==> src/rtl/oneshot_pkg.sv <==
package oneshot_pkg;

    typedef enum logic [1:0] {
        ST_IDLE    = 2'd0,
        ST_ACTIVE  = 2'd1,
        ST_BLOCKED = 2'd2
    } os_state_e;

    // Synchronised view of the three control pins
    typedef struct packed {
        logic fall_in;   // triggers on its falling edge
        logic rise_in;   // triggers on its rising edge
        logic clr_n;     // active-low clear, release can trigger
    } os_pins_t;

    localparam int PIN_COUNT = $bits(os_pins_t);

endpackage

==> src/rtl/os_sync.sv <==
module os_sync #(
    parameter int W      = 3,
    parameter int STAGES = 2
) (
    input  logic         clk,
    input  logic         rst,
    input  logic [W-1:0] async_i,
    output logic [W-1:0] sync_o
);

    generate
        for (genvar s = 0; s < STAGES; s++) begin : g_stage
            logic [W-1:0] q;
            if (s == 0) begin : g_first
                always_ff @(posedge clk) begin
                    q <= async_i;
                end
            end else begin : g_next
                always_ff @(posedge clk) begin
                    if (rst) q <= async_i;   // seed with present level
                    else     q <= g_stage[s-1].q;
                end
            end
        end
    endgenerate

    assign sync_o = g_stage[STAGES-1].q;

endmodule

==> src/rtl/os_trig_gate.sv <==
module os_trig_gate
    import oneshot_pkg::*;
(
    input  logic     clk,
    input  logic     rst,
    input  os_pins_t lvl_i,    // synchronised levels
    input  os_pins_t seed_i,   // raw levels, used to seed history in reset
    output logic     fire_o,
    output logic     clr_n_o
);

    os_pins_t hist_q;
    logic     fire_fall;
    logic     fire_rise;
    logic     fire_rel;

    always_ff @(posedge clk) begin
        if (rst) hist_q <= seed_i;
        else     hist_q <= lvl_i;
    end

    always_comb begin
        fire_fall = hist_q.fall_in & ~lvl_i.fall_in & lvl_i.rise_in  & lvl_i.clr_n;
        fire_rise = ~hist_q.rise_in & lvl_i.rise_in & ~lvl_i.fall_in & lvl_i.clr_n;
        fire_rel  = ~hist_q.clr_n & lvl_i.clr_n & ~lvl_i.fall_in & lvl_i.rise_in;
        fire_o    = fire_fall | fire_rise | fire_rel;
        clr_n_o   = lvl_i.clr_n;
    end

endmodule

==> src/rtl/os_timer_fsm.sv <==
module os_timer_fsm
    import oneshot_pkg::*;
#(
    parameter int CNT_W     = 8,
    parameter int MIN_RTRIG = 4
) (
    input  logic             clk,
    input  logic             rst,
    input  logic             fire_i,
    input  logic             clr_n_i,
    input  logic [CNT_W-1:0] width_i,
    output logic             pulse_o,
    output logic [CNT_W-1:0] cnt_o
);

    localparam int              GAP_W   = $clog2(MIN_RTRIG + 1);
    localparam logic [GAP_W-1:0] GAP_SAT = GAP_W'(MIN_RTRIG);

    os_state_e        state_q, state_d;
    logic [CNT_W-1:0] cnt_q, cnt_d, load_val;
    logic [GAP_W-1:0] gap_q, gap_d;
    logic             gap_ok;
    logic             load;

    // State register
    always_ff @(posedge clk) begin
        if (rst) begin
            state_q <= ST_IDLE;
            cnt_q   <= '0;
            gap_q   <= GAP_SAT;
        end else begin
            state_q <= state_d;
            cnt_q   <= cnt_d;
            gap_q   <= gap_d;
        end
    end

    assign load_val = (width_i == '0) ? '0 : width_i - CNT_W'(1);
    assign gap_ok   = (gap_q >= GAP_SAT);

    // Next-state and counter logic
    always_comb begin
        state_d = state_q;
        cnt_d   = cnt_q;
        gap_d   = (gap_q < GAP_SAT) ? gap_q + GAP_W'(1) : gap_q;
        load    = 1'b0;
        unique case (state_q)
            ST_BLOCKED: begin
                if (clr_n_i) begin
                    if (fire_i) load    = 1'b1;      // release-fire
                    else        state_d = ST_IDLE;   // release
                end
            end
            ST_IDLE: begin
                if (!clr_n_i)    state_d = ST_BLOCKED;
                else if (fire_i) load    = 1'b1;     // fire
            end
            ST_ACTIVE: begin
                if (!clr_n_i)              state_d = ST_BLOCKED;
                else if (fire_i && gap_ok) load    = 1'b1;  // reload
                else if (cnt_q == '0)      state_d = ST_IDLE; // expire
                else                       cnt_d   = cnt_q - CNT_W'(1);
            end
            default: state_d = ST_IDLE;
        endcase
        if (load) begin
            state_d = ST_ACTIVE;
            cnt_d   = load_val;
            gap_d   = GAP_W'(1);
        end
    end

    // Outputs
    always_comb begin
        pulse_o = (state_q == ST_ACTIVE);
        cnt_o   = cnt_q;
    end

endmodule

==> src/rtl/rtrig_oneshot.sv <==
module rtrig_oneshot
    import oneshot_pkg::*;
#(
    parameter int CNT_W       = 8,
    parameter int MIN_RTRIG   = 4,
    parameter int SYNC_STAGES = 2
) (
    input  logic             clk,
    input  logic             rst,
    input  logic             trig_fall_i,
    input  logic             trig_rise_i,
    input  logic             clr_n_i,
    input  logic [CNT_W-1:0] width_i,
    output logic             pulse_o,
    output logic             pulse_n_o
);

    os_pins_t         raw_pins;
    os_pins_t         sync_pins;
    logic             fire_any;
    logic             clr_n_s;
    logic             pulse_q;
    logic [CNT_W-1:0] cnt_q;

    assign raw_pins = '{fall_in: trig_fall_i, rise_in: trig_rise_i, clr_n: clr_n_i};

    os_sync #(.W(PIN_COUNT), .STAGES(SYNC_STAGES)) u_sync (
        .clk     (clk),
        .rst     (rst),
        .async_i (raw_pins),
        .sync_o  (sync_pins)
    );

    os_trig_gate u_gate (
        .clk     (clk),
        .rst     (rst),
        .lvl_i   (sync_pins),
        .seed_i  (raw_pins),
        .fire_o  (fire_any),
        .clr_n_o (clr_n_s)
    );

    os_timer_fsm #(.CNT_W(CNT_W), .MIN_RTRIG(MIN_RTRIG)) u_fsm (
        .clk     (clk),
        .rst     (rst),
        .fire_i  (fire_any),
        .clr_n_i (clr_n_s),
        .width_i (width_i),
        .pulse_o (pulse_q),
        .cnt_o   (cnt_q)
    );

    assign pulse_o   = pulse_q;
    assign pulse_n_o = ~pulse_q;

endmodule

==> config.mk <==
export PLATFORM = sky130hd
export DESIGN_NAME = rtrig_oneshot
export DESIGN_NICKNAME = d
export VERILOG_FILES = /design/src/rtl/oneshot_pkg.sv /design/src/rtl/os_sync.sv /design/src/rtl/os_trig_gate.sv /design/src/rtl/os_timer_fsm.sv /design/src/rtl/rtrig_oneshot.sv
export SDC_FILE = /design/constraint.sdc
export NUM_CORES = 1
export LEC_CHECK = 0
export BUFFER_PORTS_ARGS = -buffer_cell sky130_fd_sc_hd__buf_2
export CORE_MARGIN = 2
export CORE_UTILIZATION = 35
export CTS_CLUSTER_SIZE = 8
export DETAILED_ROUTE_END_ITERATION = 10
export HOLD_SLACK_MARGIN = 0.02
export PLACE_DENSITY_LB_ADDON = 0.1
export SKIP_CTS_REPAIR_TIMING = 1
export SLEW_MARGIN = 10
export SYNTH_ARGS = -nofsm -noshare
export SYNTH_HDL_FRONTEND = slang
export SYNTH_SLANG_ARGS = --single-unit
==> constraint.sdc <==
create_clock -name clk -period 1.9 [get_ports clk]
set_input_delay 0.19 -clock clk [delete_from_list [all_inputs] [get_ports clk]]
set_output_delay 0.19 -clock clk [all_outputs]
set_load 0.02 [all_outputs]
Word-level counts from Yosys, hierarchy flattened
Cells that the tools add are included.
- flip-flop bits (word level): 22
- latch bits: 0
- RAM bits: 0
- ROM bits: 0
- input bits: 13
- output and inout port bits: 2
- word-level logic and storage cells: 79
- memories: 0
- add/subtract/negate cells: 3
- multiply operators: 0
- div/mod/pow operators: 0
- $lt $le $gt $ge: 2
- equal/unequal tests: 14
- shift operators: 0
- mux-type cells: 23
- bitwise operators: 15
- reductions and logical operators: 12
- operator list (cell ; count):
    2-to-1 mux 8 bit ; 6
    zero test 8 bit ; 2
    subtractor 8 x 1 -> 8 bit (second input constant) ; 2
    2-to-1 mux 2 bit ; 6
    2-to-1 mux 3 bit ; 4
    AND reduction 5 bit ; 2
    bitwise AND 1 bit ; 9
    != test 3 x 2 -> 1 bit (second input constant) ; 3
    != test 2 bit (second input constant) ; 3
    != test 3 bit (second input constant) ; 2
    one-hot mux 2 bit (3 select lines) ; 1
    nonzero test 2 bit ; 3
    2-to-1 mux 1 bit ; 5
    != test 2 x 1 -> 1 bit (second input constant) ; 2
    != test 4 x 2 -> 1 bit (second input constant) ; 1
    != test 4 x 3 -> 1 bit (second input constant) ; 1
    inverter 1 bit ; 4
    AND reduction 4 bit ; 1
    OR reduction 2 bit ; 2
    adder 3 x 1 -> 3 bit (second input constant) ; 1
    greater-or-equal comparator 3 bit (second input constant) ; 1
    < comparator 3 bit (second input constant) ; 1
    equality test 2 x 1 -> 1 bit (second input constant) ; 1
    equality test 2 bit (second input constant) ; 1
    other kinds (4) ; 5

Depth between registers and ports, before layout
- depth in word-level cells: 12
- gate-level depth with buffers: 6
- depth with buffers taken out: 6

Hierarchy
From an unflattened synthesis, not the netlist that was laid out.
- cell total of the unflattened synthesis: 127
- area, all modules: 1177.4 um^2
- by module, submodules not included (module ; instances ; cells an instance ; area an instance (um^2) ; seq. area each (um^2)):
    os_timer_fsm ; 1 ; 107 ; 900.9 ; 260.2
    os_sync ; 1 ; 9 ; 153.9 ; 120.1
    os_trig_gate ; 1 ; 10 ; 118.9 ; 60.1
    rtrig_oneshot ; 1 ; 1 ; 3.8 ; 0.0

Worst setup path before layout
OpenSTA, ideal clock, no wires.
- path type: reg2reg
- start point: register u_fsm.cnt_q[0] (netlist: u_fsm.cnt_o[0])
- end point: register u_fsm.cnt_q[1] (netlist: u_fsm.cnt_o[1])
- setup time: 0.092 ns
- arrival time: 1.630 ns
- required time: 1.808 ns
- path slack: 0.178 ns
- stages on the path, launching flop included: 7
- buffers on the path: 0
- period minus slack after synthesis: 1.722 ns
- path through: dfxtp_1 > inv_1 > ha_1 > nor3b_1 > a21oi_1 > mux2_2 > o32ai_1
- longest elaborated chain between the ends: 6
- elaborated cells between the ends (all ways): 9
- those cells by class: add/sub: 1; eq/ne: 1; mux: 5; reduce/logical: 2
- RTL lines (item ; line ; text):
    start: declaration ; os_timer_fsm.sv:20 ; logic [CNT_W-1:0] cnt_q, cnt_d, load_val;
    start signal: assignment ; os_timer_fsm.sv:33 ; cnt_q <= cnt_d;
    subtractor 8 x 1 -> 8 bit ; os_timer_fsm.sv:62 ; else cnt_d = cnt_q - CNT_W'(1);
    2-to-1 mux 8 bit ; os_timer_fsm.sv:61 ; else if (cnt_q == '0) state_d = ST_IDLE;
    2-to-1 mux 8 bit ; os_timer_fsm.sv:60 ; else if (fire_i && gap_ok) load = 1'b1;
    2-to-1 mux 8 bit ; os_timer_fsm.sv:59 ; if (!clr_n_i) state_d = ST_BLOCKED;
    2-to-1 mux 8 bit ; os_timer_fsm.sv:47 ; unique case (state_q)
    2-to-1 mux 8 bit ; os_timer_fsm.sv:66 ; if (load) begin
Parallel ways exist; a longest one is shown, timed or not. The select of a mux whose other input is x is not followed.
A chain may end at the register's enable or synchronous reset.

Worst setup path after layout
- start point: register u_fsm.cnt_q[1] (netlist: u_fsm.cnt_o[1])
- end point: register u_fsm.cnt_q[1] (netlist: u_fsm.cnt_o[1])
Same word-level chain as after synthesis.

==> results.txt <==
* Initial antenna violation count: 0
- Switching power: 272 µW
- Net total in the final layout: 170
- Gp weighted congestion: 0.783
* Die footprint: roughly 3800 µm²
* Number of iterations in the first detailed-routing pass: 4
- Top cells by area, synth: sky130_fd_sc_hd__dfxtp_1 (38%), sky130_fd_sc_hd__ha_1 (4.3%), sky130_fd_sc_hd__nor3_1 (3.9%)
- Number of standard cells in the final layout excluding fillers: 196
* Maximum fanout along the worst path: 6
* Number of buffers between clock root and the deepest sink: 2
- Instance count after placement with tap cells included: about 190
- Residual antenna-violating net count after detailed routing: 0
- Cell area after synthesis: 1150 µm²
- Pin slew with the least headroom to its limit: approximately 0.4 ns
- The critical path ends at u_fsm.cnt_o[1]$_SDFFE_PP0P_.
* Finish-stage setup viols: 0
- In this run the core area contains 20 standard-cell rows.
* Skew-Pair Late Insertion Delay: about 0.32 ns
- Number of synthesized flops with an enable pin: 0
- Initial core utilization: ~37%
- Per report_power, the sequential group accounts for 48.7% of the total.
- Power share of the clock group: about a third
* Wire length of the first global-routing pass: 3880 µm
- Layout cell share with drive strength beyond 1: about a fifth
- Worst clock skew on the final layout: approximately 0.0026 ns
* Fraction of power spent switching nets: 25.4%
- Arr. time, crit path: about 1.9 ns
- Number of inserted filler cells in the final layout: 329
- 15 I/O pins were placed.
- Required arrival time at the worst endpoint: about 2.1 ns
- The number of nets handed over by synthesis was 146.
- A synthesized cell averages 8.94 µm².
* Distinct cell type count after synthesis: 41
- Crit end category: flip-flop
- Remaining max-slew budget at the tightest pin: 74.0%
- The max-slew violation total from the final report was 0.
- Inserted Clock Buffers: 3
- Ys Warns: 0
- Root buffer cell: sky130_fd_sc_hd__clkbuf_4
* Clock sink total: 22
- Critical Path Start: u_fsm.cnt_o[1]$_SDFFE_PP0P_
- Largest net degree at the start of global routing: 24
* Outcome: finished, final reports clean
* Level count of the clock H-tree: 1
* Pre-CTS setup slack: between 0.03 and 0.04 ns
- Dividing the detail-routed wire length by the instance count gives 11.8 µm.
- Reg-to-reg critical path startpoint: u_fsm.cnt_o[1]$_SDFFE_PP0P_
* Buffers on Ports: 14
- Clock edge transition at the registers on the reported setup and hold paths: between 0.1 and 0.15 ns
* Ratio of final minimum period to clock period: a little under 90%
- Worst hold path stage count: 3
* Number of vias per cell after detailed routing: 5.08
- Worst hold path type: input port to flip-flop
- Total inserted antenna cells: 0
- Summed over all cells, the static leakage comes to 0.590 nW.
* Worst Reg-to-Reg Cells: 6
* Cell-internal power: 799 µW
- Horizontal die dimension: between 60 and 70 µm
- #FFs+latches synth: 22
- After floorplanning, the core was sized to cover 3100 µm².
- Total gr overflow: 0
- Min cycle time layout: between 1.5 and 2 ns
- From bottom edge to top edge, the die measures a little over 60 µm.
- Sequential cell area fraction in the yosys report: 38.2%
* R2r setup slk: 0.23 ns
- Number of global-route vias before repair: 881
* Via Count: 996
* VDD IR max: 0.254 mV
- End of the worst register-to-register path: u_fsm.cnt_o[1]$_SDFFE_PP0P_
- Setup repair after global routing left no endpoint under its margin.
* CTS tree: built
- Per report_power, the combinational group accounts for 17.3% of the total.
- Total global-route track usage: 14.0%
* Max Clock Freq: 601 MHz
- Of the post-synthesis cell area, the dominant cell type holds between 30% and 40%.
- Accumulated negative setup slack: 0 ns
* Area delta synth->final: 20.7%
* Type of origin of the critical path: flip-flop
* Worst Slack Setup Final: 0.235 ns
- Number of hold-slack violations in the final timing report: 0
* Max-cap violations: 0
* Largest area contributor in the netlist: sky130_fd_sc_hd__dfxtp_1
- Startpoint-to-endpoint class of the critical path: flip-flop to flip-flop
- The cell count after synthesis came out at 129.
- DRC viols: 0
* Power per Cell Area: 769 nW/µm²
- The first routing iteration left 27 violations.
- In the synthesized netlist the async set-or-reset flop fraction comes to 0%.
* Detailed-placement wirelength estimate: 1770 µm
* Wire length reported by the detailed router: 2320 µm
- In the synthesized netlist the dominant register cell turns out to be sky130_fd_sc_hd__dfxtp_1.
-- critical path, cell delays in order, from the launching register on --
cell	delay (ns)
sky130_fd_sc_hd__dfxtp_1	0.37
sky130_fd_sc_hd__inv_1	0.08
sky130_fd_sc_hd__ha_1	0.19
sky130_fd_sc_hd__nor3b_1	0.16
sky130_fd_sc_hd__a21oi_2	0.29
sky130_fd_sc_hd__mux2_2	0.37
sky130_fd_sc_hd__o32ai_1	0.13
-- through the flow --
| step | area (µm²) | power [mW] | hold slack, ns | util (%) |
|---|---|---|---|---|
| finish | 1390 | 1.07 | 0.182 | 44.9 |
| global route | 1390 | 1.13 | 0.200 | 44.9 |
| CTS | 1360 | 1.07 | -0.0276 | 43.8 |
| detailed placement | 1310 | 0.712 | 0.309 | 42.1 |
| global placement | 1310 | 0.708 | 0.307 | 42.1 |
| floorplan | 1150 | 0.649 | 0.218 | - |
-- metal layers --
| metal | part of all wire [%] | GRT usage [%] |
|---|---|---|
| met4 | 1.5 | 5.47 |
| met1 | 52 | 18.6 |
| met2 | 43 | 22.2 |
| met5 | 0 | 0 |
| met3 | 3.2 | 3.15 |
-- flip-flops by register name, indices dropped and copies added (netlist names) --
name / flops
u_sync.sync_o: 3
u_sync.g_stage.q: 3
u_fsm.state_q: 2
u_gate.hist_q: 3
u_fsm.cnt_o: 8
u_fsm.gap_q: 3
-- power by group through the flow --
stage / registers, mW / clock network, mW / logic (mW)
2_1_floorplan: 0.526 / 0 / 0.123
3_3_place_gp: 0.532 / 0 / 0.177
3_5_place_dp: 0.533 / 0 / 0.179
4_1_cts: 0.522 / 0.368 / 0.181
5_1_grt: 0.527 / 0.392 / 0.209
6_report: 0.522 / 0.364 / 0.186
-- final cells by class --
cell class / count / area [µm²] / area share [%]
timing repair buffer: 23 / 145 / 10.4
clock buffer: 3 / 22.5 / 1.62
inverter: 12 / 45.0 / 3.23
clock inverter: 1 / 30.0 / 2.16
tap: 44 / 55.1 / 3.95
sequential: 22 / 440 / 31.6
multi-input combinational: 91 / 654 / 47.0
-- cell usage in the layout (no fill, tap or decap), types with 2 or more instances in the layout --
master,count
sky130_fd_sc_hd__dlygate4sd3_1,3
sky130_fd_sc_hd__o21bai_1,2
sky130_fd_sc_hd__dfxtp_1,22
sky130_fd_sc_hd__o211ai_1,2
sky130_fd_sc_hd__a211oi_1,6
sky130_fd_sc_hd__ha_1,4
sky130_fd_sc_hd__a21oi_1,5
sky130_fd_sc_hd__o31a_2,2
sky130_fd_sc_hd__nor2_1,7
sky130_fd_sc_hd__nand2b_1,4
sky130_fd_sc_hd__o21ai_0,6
sky130_fd_sc_hd__mux2i_1,3
sky130_fd_sc_hd__o32ai_1,2
sky130_fd_sc_hd__xnor2_1,2
sky130_fd_sc_hd__nor3b_1,2
sky130_fd_sc_hd__nand2_1,6
sky130_fd_sc_hd__clkbuf_4,3
sky130_fd_sc_hd__nor4_1,2
sky130_fd_sc_hd__nand3b_1,2
sky130_fd_sc_hd__inv_1,12
sky130_fd_sc_hd__buf_2,14
sky130_fd_sc_hd__a221oi_1,2
sky130_fd_sc_hd__xor2_1,3
sky130_fd_sc_hd__nor3_1,9
sky130_fd_sc_hd__or3_1,3
sky130_fd_sc_hd__buf_4,6
-- cells by family after synthesis --
| kind of cell | synth area share, % |
|---|---|
| buf+inv | 5.42 |
| fa+ha+maj | 4.34 |
| mux | 3.58 |
| xor+xnor | 3.80 |
| flops | 38.2 |
| compound gates | 21.9 |
| simple gates | 22.8 |
-- Yosys cell counts, types with 2 or more instances --
master,instances
sky130_fd_sc_hd__a211oi_1,6
sky130_fd_sc_hd__a21oi_1,6
sky130_fd_sc_hd__a221oi_1,2
sky130_fd_sc_hd__buf_2,2
sky130_fd_sc_hd__dfxtp_1,22
sky130_fd_sc_hd__ha_1,4
sky130_fd_sc_hd__inv_1,12
sky130_fd_sc_hd__mux2i_1,3
sky130_fd_sc_hd__nand2_1,6
sky130_fd_sc_hd__nand2b_1,4
sky130_fd_sc_hd__nand3b_1,2
sky130_fd_sc_hd__nor2_1,7
sky130_fd_sc_hd__nor3_1,9
sky130_fd_sc_hd__nor3b_1,2
sky130_fd_sc_hd__nor4_1,2
sky130_fd_sc_hd__o211ai_1,2
sky130_fd_sc_hd__o21ai_0,6
sky130_fd_sc_hd__o21bai_1,2
sky130_fd_sc_hd__o31a_2,2
sky130_fd_sc_hd__o32ai_1,2
sky130_fd_sc_hd__or3_1,3
sky130_fd_sc_hd__xnor2_1,2
sky130_fd_sc_hd__xor2_1,3
-- worst min path at each step --
stage	start	endpoint	slack [ns]
2_1_floorplan	clr_n_i	u_sync.g_stage[0].q[0]$_DFF_P_	0.22
6_report	width_i[4]	u_fsm.cnt_o[4]$_SDFFE_PP0P_	0.18
4_1_cts	clr_n_i	u_sync.g_stage[0].q[0]$_DFF_P_	-0.03
3_5_place_dp	clr_n_i	u_sync.g_stage[0].q[0]$_DFF_P_	0.31
3_3_place_gp	clr_n_i	u_sync.g_stage[0].q[0]$_DFF_P_	0.31
5_1_grt	width_i[4]	u_fsm.cnt_o[4]$_SDFFE_PP0P_	0.20
Note: power is estimated with default switching activity, not from simulation.
